$ cat src/rtl/stby_pkg.sv
package stby_pkg;
  typedef enum logic [2:0] {
    ST_RUN     = 3'd0,
    ST_STBY    = 3'd1,
    ST_SETTLE  = 3'd2,
    ST_RSTHOLD = 3'd3,
    ST_HWSTBY  = 3'd4
  } pwr_state_t;

  localparam int CODE_W = 4;
  localparam logic [CODE_W-1:0] CODE_RESET = 4'd0;
  localparam logic [CODE_W-1:0] CODE_NMI   = 4'd1;
  localparam logic [CODE_W-1:0] CODE_IRQ0  = 4'd2;
endpackage

$ cat src/rtl/stby_sync.sv
module stby_sync #(
  parameter int W = 1,
  parameter logic RST_VAL = 1'b0
) (
  input  logic         clk,
  input  logic         por_n,
  input  logic [W-1:0] d,
  output logic [W-1:0] q
);
  logic [W-1:0] meta;

  always_ff @(posedge clk or negedge por_n) begin
    if (!por_n) begin
      meta <= {W{RST_VAL}};
      q    <= {W{RST_VAL}};
    end else begin
      meta <= d;
      q    <= meta;
    end
  end
endmodule

$ cat src/rtl/stby_wake_pick.sv
module stby_wake_pick
  import stby_pkg::*;
#(
  parameter int IRQ_N   = 8,
  parameter int QUAL_LO = 3
) (
  input  logic              nmi,
  input  logic [IRQ_N-1:0]  irq_lvl,
  input  logic [IRQ_N-1:0]  irq_en,
  input  logic              irq_qual,
  input  logic              cpu_irq_mask,
  input  logic [IRQ_N-1:0]  irq_dma_route,
  output logic              wake,
  output logic [CODE_W-1:0] code
);
  logic [IRQ_N-1:0] line_ok;

  // Per-line qualification; upper lines also need the qualifier bit.
  for (genvar i = 0; i < IRQ_N; i++) begin : g_line
    if (i >= QUAL_LO) begin : g_hi
      assign line_ok[i] = irq_lvl[i] & irq_en[i] & ~irq_dma_route[i] & ~cpu_irq_mask & irq_qual;
    end else begin : g_lo
      assign line_ok[i] = irq_lvl[i] & irq_en[i] & ~irq_dma_route[i] & ~cpu_irq_mask;
    end
  end

  always_comb begin
    wake = 1'b0;
    code = CODE_NMI;
    // Walk from high to low index so the lowest valid line is kept.
    for (int i = IRQ_N - 1; i >= 0; i--) begin
      if (line_ok[i]) begin
        wake = 1'b1;
        code = CODE_IRQ0 + CODE_W'(i);
      end
    end
    if (nmi) begin
      wake = 1'b1;
      code = CODE_NMI;
    end
  end
endmodule

$ cat src/rtl/stby_settle_ctr.sv
module stby_settle_ctr #(
  parameter int SETTLE_BASE = 13,
  parameter int SEL_W       = 3
) (
  input  logic             clk,
  input  logic             por_n,
  input  logic             run,
  input  logic [SEL_W-1:0] sel,
  output logic             done
);
  localparam int CNT_W = SETTLE_BASE + (1 << SEL_W) - 1;
  localparam logic [SEL_W-1:0] SEL_MAX = '1;
  localparam logic [CNT_W-1:0] ALL1 = '1;

  logic [CNT_W-1:0] cnt;
  logic [CNT_W-1:0] last;

  // Last count value is 2^(SETTLE_BASE+sel) - 1.
  assign last = ALL1 >> (SEL_MAX - sel);
  assign done = run && (cnt == last);

  always_ff @(posedge clk or negedge por_n) begin
    if (!por_n)          cnt <= '0;
    else if (!run || done) cnt <= '0;
    else                 cnt <= cnt + 1'b1;
  end
endmodule

$ cat src/rtl/stby_seq.sv
module stby_seq
  import stby_pkg::*;
#(
  parameter int IRQ_N       = 8,
  parameter int QUAL_LO     = 3,
  parameter int SETTLE_BASE = 13,
  parameter int SEL_W       = 3
) (
  input  logic              clk,
  input  logic              por_n,
  input  logic              sleep_stb,
  input  logic              stby_sel,
  input  logic              bus_keep,
  input  logic [SEL_W-1:0]  settle_sel,
  input  logic [IRQ_N-1:0]  irq_en,
  input  logic              irq_qual,
  input  logic              cpu_irq_mask,
  input  logic [IRQ_N-1:0]  irq_dma_route,
  input  logic              nmi_in,
  input  logic [IRQ_N-1:0]  irq_in,
  input  logic              rst_pin_n,
  input  logic              hstby_pin_n,
  output logic              osc_en,
  output logic              clk_en,
  output logic              bus_oe,
  output logic              hw_stby,
  output logic              exc_req,
  output logic [CODE_W-1:0] exc_code
);
  pwr_state_t        state, nxt;
  logic              nmi_s, rst_s, hst_s;
  logic [IRQ_N-1:0]  irq_s;
  logic              wake;
  logic [CODE_W-1:0] wake_code;
  logic              settle_done;
  logic              keep_q;
  logic [SEL_W-1:0]  sel_q;
  logic [CODE_W-1:0] pend_q;
  logic              fire;
  logic [CODE_W-1:0] fire_code;

  stby_sync #(.W(IRQ_N + 1), .RST_VAL(1'b0)) u_sync_int (
    .clk(clk), .por_n(por_n), .d({nmi_in, irq_in}), .q({nmi_s, irq_s})
  );
  stby_sync #(.W(2), .RST_VAL(1'b1)) u_sync_pin (
    .clk(clk), .por_n(por_n), .d({rst_pin_n, hstby_pin_n}), .q({rst_s, hst_s})
  );

  stby_wake_pick #(.IRQ_N(IRQ_N), .QUAL_LO(QUAL_LO)) u_pick (
    .nmi(nmi_s), .irq_lvl(irq_s), .irq_en(irq_en), .irq_qual(irq_qual),
    .cpu_irq_mask(cpu_irq_mask), .irq_dma_route(irq_dma_route),
    .wake(wake), .code(wake_code)
  );

  stby_settle_ctr #(.SETTLE_BASE(SETTLE_BASE), .SEL_W(SEL_W)) u_settle (
    .clk(clk), .por_n(por_n), .run(state == ST_SETTLE), .sel(sel_q),
    .done(settle_done)
  );

  always_comb begin
    nxt       = state;
    fire      = 1'b0;
    fire_code = CODE_RESET;
    if (!hst_s) begin
      nxt = ST_HWSTBY;
    end else if (state == ST_HWSTBY || !rst_s) begin
      nxt = ST_RSTHOLD;
    end else begin
      unique case (state)
        ST_RUN:     if (sleep_stb && stby_sel) nxt = ST_STBY;
        ST_STBY:    if (wake) nxt = ST_SETTLE;
        ST_SETTLE:  if (settle_done) begin
                      nxt       = ST_RUN;
                      fire      = 1'b1;
                      fire_code = pend_q;
                    end
        ST_RSTHOLD: begin
                      nxt  = ST_RUN;
                      fire = 1'b1;
                    end
        default:    nxt = ST_RSTHOLD;
      endcase
    end
  end

  always_ff @(posedge clk or negedge por_n) begin
    if (!por_n) begin
      state    <= ST_RUN;
      keep_q   <= 1'b1;
      sel_q    <= '0;
      pend_q   <= CODE_NMI;
      exc_req  <= 1'b0;
      exc_code <= CODE_RESET;
    end else begin
      state   <= nxt;
      exc_req <= fire;
      if (fire) exc_code <= fire_code;
      if (state == ST_RUN && nxt == ST_STBY) begin
        keep_q <= bus_keep;
        sel_q  <= settle_sel;
      end
      if (state == ST_STBY && nxt == ST_SETTLE) pend_q <= wake_code;
    end
  end

  assign osc_en  = (state != ST_STBY) && (state != ST_HWSTBY);
  assign clk_en  = (state == ST_RUN) || (state == ST_RSTHOLD);
  assign hw_stby = (state == ST_HWSTBY);
  assign bus_oe  = (state == ST_STBY || state == ST_SETTLE) ? keep_q
                 : (state != ST_HWSTBY);
endmodule

$ cat config.mk
export PLATFORM = sky130hd
export DESIGN_NAME = stby_seq
export DESIGN_NICKNAME = d
export VERILOG_FILES = /design/src/rtl/stby_pkg.sv /design/src/rtl/stby_sync.sv /design/src/rtl/stby_wake_pick.sv /design/src/rtl/stby_settle_ctr.sv /design/src/rtl/stby_seq.sv
export SDC_FILE = /design/constraint.sdc
export NUM_CORES = 1
export LEC_CHECK = 0
export CAP_MARGIN = 20
export CORE_UTILIZATION = 52
export CTS_CLUSTER_SIZE = 14
export DETAILED_ROUTE_END_ITERATION = 10
export PLACE_DENSITY = 0.85
export RECOVER_POWER = 100
export SLEW_MARGIN = 20
export SYNTH_ARGS = -nofsm -noshare
export SYNTH_HDL_FRONTEND = slang
export SYNTH_SLANG_ARGS = --single-unit
$ cat constraint.sdc
create_clock -name clk -period 2.84 [get_ports clk]
set_clock_uncertainty 0.2 [all_clocks]
set_input_delay 0.568 -clock clk [delete_from_list [all_inputs] [get_ports clk]]
set_output_delay 0.568 -clock clk [all_outputs]
set_load 0.01 [all_outputs]
Word level (Yosys, flattened, before mapping)
Index checks and enable logic that the tools add are counted.

cells by class
  add/sub/neg operators = 2
  equal/unequal tests = 9
  shift operators = 1
  muxes and demuxes = 34
  bitwise gates (word level) = 38
  reductions and logical operators = 12

operator list
  operator                                                               number
  4-bit two-way mux                                                      13
  1-bit bitwise AND                                                      29
  20-bit by 1-bit adder with 20-bit output, second input constant        1
  20-bit equality test                                                   1
  20-bit two-way mux                                                     1
  20-bit by 3-bit >> shifter with 20-bit output, first input constant    1
  3-bit two-way mux                                                      5
  1-bit two-way mux                                                      13
  3-bit case mux with 4 select lines                                     1
  3-bit by 2-bit equality test with 1-bit output, second input constant  3
  1-bit NOT                                                              9
  3-bit by 1-bit equality test with 1-bit output, second input constant  2
  1-bit logical AND                                                      5
  1-bit logical OR                                                       4
  3-bit equality test, second input constant                             1
  3-bit zero test                                                        1
  3-bit by 1-bit != test with 1-bit output, second input constant        1
  3-bit != test, second input constant                                   1
  3-bit subtractor, first input constant                                 1
  1-bit zero test                                                        2
  1-bit case mux with 2 select lines                                     1

storage, ports and cells
  flip-flop bits (word level) = 58
  bits of input ports = 37
  output and inout port bits = 9
  logic and storage cells = 107

Longest topological paths before layout
  depth after elaboration = 19
  mapped depth = 7
  mapped depth without buffers = 6

Modules after synthesis
From an unflattened synthesis, not the netlist that was laid out.

second synthesis, totals
  cells, all modules = 234
  area total of the unflattened synthesis = 2758.9 um2

by module, submodules not included
  module                  times used  cells an instance  area each (um2)  seq. area each (um2)
  stby_settle_ctr         1           126                1217.4           500.5
  stby_seq                1           60                 768.2            402.9
  stby_sync (u_sync_int)  1           18                 450.4            450.4
  stby_wake_pick          1           26                 217.7            0.0
  stby_sync (u_sync_pin)  1           4                  105.1            105.1

Worst setup path before layout
OpenSTA, ideal clock, no wires.

  kind = register to register
  start point = register sel_q[1]
  end point = register u_settle.cnt[19]
  library setup time = 136 ps
  arrival = 1738 ps
  data required time = 2504 ps
  path slack = 766 ps
  cell stages (with the launch flop) = 7
  buffers on the path = 2
  clock period less this slack = 2074 ps
  cells stage by stage = dfrtp_1 -> clkbuf_1 -> and2_1 -> a222oi_1 -> and4_1 -> buf_6 -> nor3_1

on the way
  cells in the longest elaborated chain, start to end = 6

RTL lines
  item                                           line                   text
  start: declaration                             stby_seq.sv:37         logic [SEL_W-1:0] sel_q;
  start signal: assignment                       stby_seq.sv:100        sel_q <= settle_sel;
  3-bit subtractor                               stby_settle_ctr.sv:19  assign last = ALL1 >> (SEL_MAX - sel);
  20-bit by 3-bit >> shifter with 20-bit output  stby_settle_ctr.sv:19
  20-bit equality test                           stby_settle_ctr.sv:20  assign done = run && (cnt == last);
  1-bit logical AND                              stby_settle_ctr.sv:20
  1-bit logical OR                               stby_settle_ctr.sv:24  else if (!run || done) cnt <= '0;
  20-bit two-way mux                             stby_settle_ctr.sv:24
  end signal: assignment                         stby_settle_ctr.sv:25  else cnt <= cnt + 1'b1;
  end: declaration                               stby_settle_ctr.sv:15  logic [CNT_W-1:0] cnt;

No other way between the ends.
A chain may end at the register's enable or synchronous reset.

Worst setup path in the final report
  start point = register state[1]
  end point = output bus_oe

on the way
  cells in the longest elaborated chain, start to end = 3
  elaborated cells on any way between the ends = 5
  classes of those cells = eq/ne: 3; mux: 1; reduce/logical: 1

RTL lines
  item                                                                                                              line             text
  start: declaration                                                                                                stby_seq.sv:30   pwr_state_t state, nxt;
  start signal: assignment                                                                                          stby_seq.sv:95   state <= nxt;
  3-bit by 1-bit equality test with 1-bit output or 3-bit by 2-bit equality test with 1-bit output (tied branches)  stby_seq.sv:109  assign bus_oe = (state == ST_STBY || state == ST_SETTLE) ? keep_q
  1-bit logical OR                                                                                                  stby_seq.sv:109
  1-bit two-way mux (*)                                                                                             stby_seq.sv:109
  end: declaration                                                                                                  stby_seq.sv:25   output logic bus_oe,

Every way passes the cells marked *; elsewhere a longest branch is shown, timed or not.

==> impl_metrics.tcl <==
set metrics [dict create \
    ioPinCount 46 \
    ant_nets 0 \
    synth_xor_xnor_area_share_pct 6.49 \
    htreeDepth 3 \
    min_from "u_sync_int.meta[5]$_DFF_PN0_" \
    endpoint_kind "primary output" \
    grt_pass1_wl_um 8680 \
    holdPathStages 0 \
    vias_per_cell 5.51 \
    cts_tree "yes" \
    nets 323 \
    slew_headroom_pct 18.1 \
    crit_required_ns 2.07 \
    core_um2 4720 \
    hold_violations 0 \
    period_share_pct 93.5 \
    grt_antenna_before_repair 0 \
    yosys.area_share.simple_pct 22.9 \
    hpwl_um 3430 \
    max_freq_mhz 377 \
    ys_types 45 \
    cap_violations 0 \
    start_util_pct 54.3 \
    cts_root_buf "clkbuf_8" \
    routed_wl_um 5010 \
    reg2reg_depth 7 \
    drt-initial-drc-count 141 \
    cts.repair.resized 0 \
    cts-buffers-inserted 9 \
    ys_seq_elements 58 \
    min_to "u_sync_int.q[5]$_DFF_PN0_" \
    critPathLaunch "state[1]$_DFF_PN0_" \
    clk_pin_slew_ns 0.07 \
    tns_ns 0 \
    synth_fa_ha_area_share_pct 0.488 \
    postCtsSetupBuffers 0 \
    reg2reg_from "u_settle.cnt[13]$_DFF_PN0_" \
    grt_max_degree 35 \
    drc 0 \
    hold_buffers 0 \
    grtUsageTotal_pct 22.6 \
    worstSetupPathType "reg -> out" \
    synth_area_per_cell_um2 11.1 \
    cts_buffer_depth 2 \
    syn_nets 269 \
    power.density_nw_per_um2 575 \
    synth-edff-count 0 \
    layout_commonest_cell "dfrtp_1" \
    layout_common_cells "52 x dfrtp_1, 24 x clkdlybuf4s50_1, 20 x nor3_1, 20 x dlygate4sd3_1, 17 x nand3_1" \
    crit_fanout 6 \
    drive_above_1_share_pct 11.7 \
    vias 1968 \
    grt_pass1_vias 1910 \
    gp_congestion 0.888 \
    synthMuxAreaShare_pct 3.81 \
    insertedDiodeCount 0 \
    synth_top_family_by_area "simple AND/OR/NAND/NOR gates" \
    ys.flop_type "dfrtp_1" \
    rsz0062_at_grt "false" \
    worst_pin_slew_ns 1.23 \
    synth_area_um2 2560 \
    synth_compound_area_share_pct 6.88 \
    overflow 0 \
    clk-insertion-delay-late_ns 0.34 \
    drv_slew 0 \
    wire_per_inst_um 14.0 \
    r2r_end "u_settle.cnt[3]$_DFF_PN0_" \
    ir_drop_uv 512 \
    die-area_um2 5220 \
    whs_ns 0.149 \
    min_period_ns 2.65 \
    r2r_setup_slack_ns 0.34 \
    synth_warnings 0 \
    netlist_instances 231 \
    leakage_uw 0.00139 \
    async_flop_share_pct 100 \
    syn2layout_area_growth_pct 28.6 \
    die_h_um 72.2 \
    ys_seq_area_share_pct 56.9 \
    first_pass_iters 4 \
    worst_ep_arrival_time_ns 1.89 \
    die_w_um 72.2 \
    setup_viol 0 \
    cp-start-kind "flop" \
    row_count 25 \
    io_buffer_count 45 \
    hold_path_class "reg -> reg" \
    status "finished, final reports clean" \
    cts.sinks 58 \
]
-- how the worst max path moves through the flow --
| stage | to |
|---|---|
| floorplan | u_settle.cnt[19]$_DFF_PN0_ |
| global placement | pend_q[1]$_DFFE_PN0P_ |
| finish | bus_oe |
| global route | bus_oe |
| CTS | bus_oe |
| detailed placement | pend_q[3]$_DFFE_PN0P_ |
-- stage by stage --
| stage | utilization (%) | std cells | setup slack, ns | cell area, um^2 | power [uW] |
|---|---|---|---|---|---|
| 2_1_floorplan | - | 231 | 0.766 | 2560 | 990 |
| 3_3_place_gp | 65.7 | 341 | 0.318 | 3100 | 1090 |
| 3_5_place_dp | 65.7 | 341 | 0.247 | 3100 | 1100 |
| 4_1_cts | 70.3 | 357 | 0.296 | 3320 | 1930 |
| 5_1_grt | 69.8 | 357 | 0.112 | 3300 | 1980 |
| 6_report | 69.8 | 357 | 0.186 | 3300 | 1900 |
-- worst max-delay path: stages (launching register included) --
cell           delay [ns]
dfrtp_1              0.44
nand2b_1             0.21
o32a_1               0.30
dlygate4sd3_1        0.60
-- power breakdown --
part | switching [uW] | internal [uW] | leakage [uW]
registers | 33.3 | 866 | 0.000735
clock network | 333 | 491 | 0.000105
logic | 81.3 | 92.1 | 0.000547
total | 448 | 1450 | 0.00139
-- per-layer routing --
layer / up-vias / global-route usage, % / part of all wire [%]
li1: 943 / - / -
met2: 63 / 35.2 / 48
met4: 0 / 11.1 / 2.6
met3: 15 / 8.61 / 5.1
met1: 947 / 27.9 / 44
met5: - / 0 / 0
-- synthesized netlist by cell type (2+ instances only) --
master / number / share of area [%]
nor4bb_1: 2 / 0.78
nand4_1: 9 / 2.2
o21ai_0: 8 / 1.6
and3_1: 4 / 0.98
xnor2_1: 6 / 2.0
nand2_1: 12 / 1.8
mux2i_1: 3 / 1.2
clkbuf_1: 5 / 0.73
and2_1: 4 / 0.98
nor3_1: 20 / 3.9
dfrtp_1: 52 / 51
buf_6: 2 / 0.88
nor4_1: 3 / 0.73
and3b_1: 2 / 0.68
nor2_1: 13 / 1.9
nand3_1: 17 / 3.3
inv_1: 6 / 0.88
nand2b_1: 3 / 0.73
xor2_1: 13 / 4.4
dfstp_2: 6 / 6.1
mux2_2: 6 / 2.6
and4_1: 3 / 1.0
a21oi_1: 4 / 0.78
nand3b_1: 6 / 1.8
nor2b_1: 2 / 0.49
-- kinds of logic (layout without fill, tap and decap cells) --
| kind of cell | count (synthesis) | in the layout |
|---|---|---|
| buffers and inverters | 13 | 72 |
| multiplexers | 9 | 9 |
| XOR/XNOR | 19 | 19 |
| flip-flops | 58 | 58 |
| AND/OR/NAND/NOR | 105 | 105 |
| AO/OA/AOI/OAI | 26 | 26 |
| adder cells (fa/ha/maj) | 1 | 1 |
-- cell type report --
class,count,area [um^2]
Sequential cell,58,1460
Fill cell,361,1430
Multi-Input combinational cell,160,1040
Timing Repair Buffer,50,473
Clock buffer,9,124
Clock inverter,7,93.8
Tap cell,67,83.8
Inverter,6,22.5
-- sequential cells by signal (all words and copies together), names as in the netlist, 2 cells and up --
name             count
u_sync_pin.q         2
sel_q                3
u_settle.cnt        20
pend_q               4
u_sync_int.meta      9
u_sync_pin.meta      2
state                3
u_sync_int.q         9
exc_code             4
(Power assumes the default switching activity.)
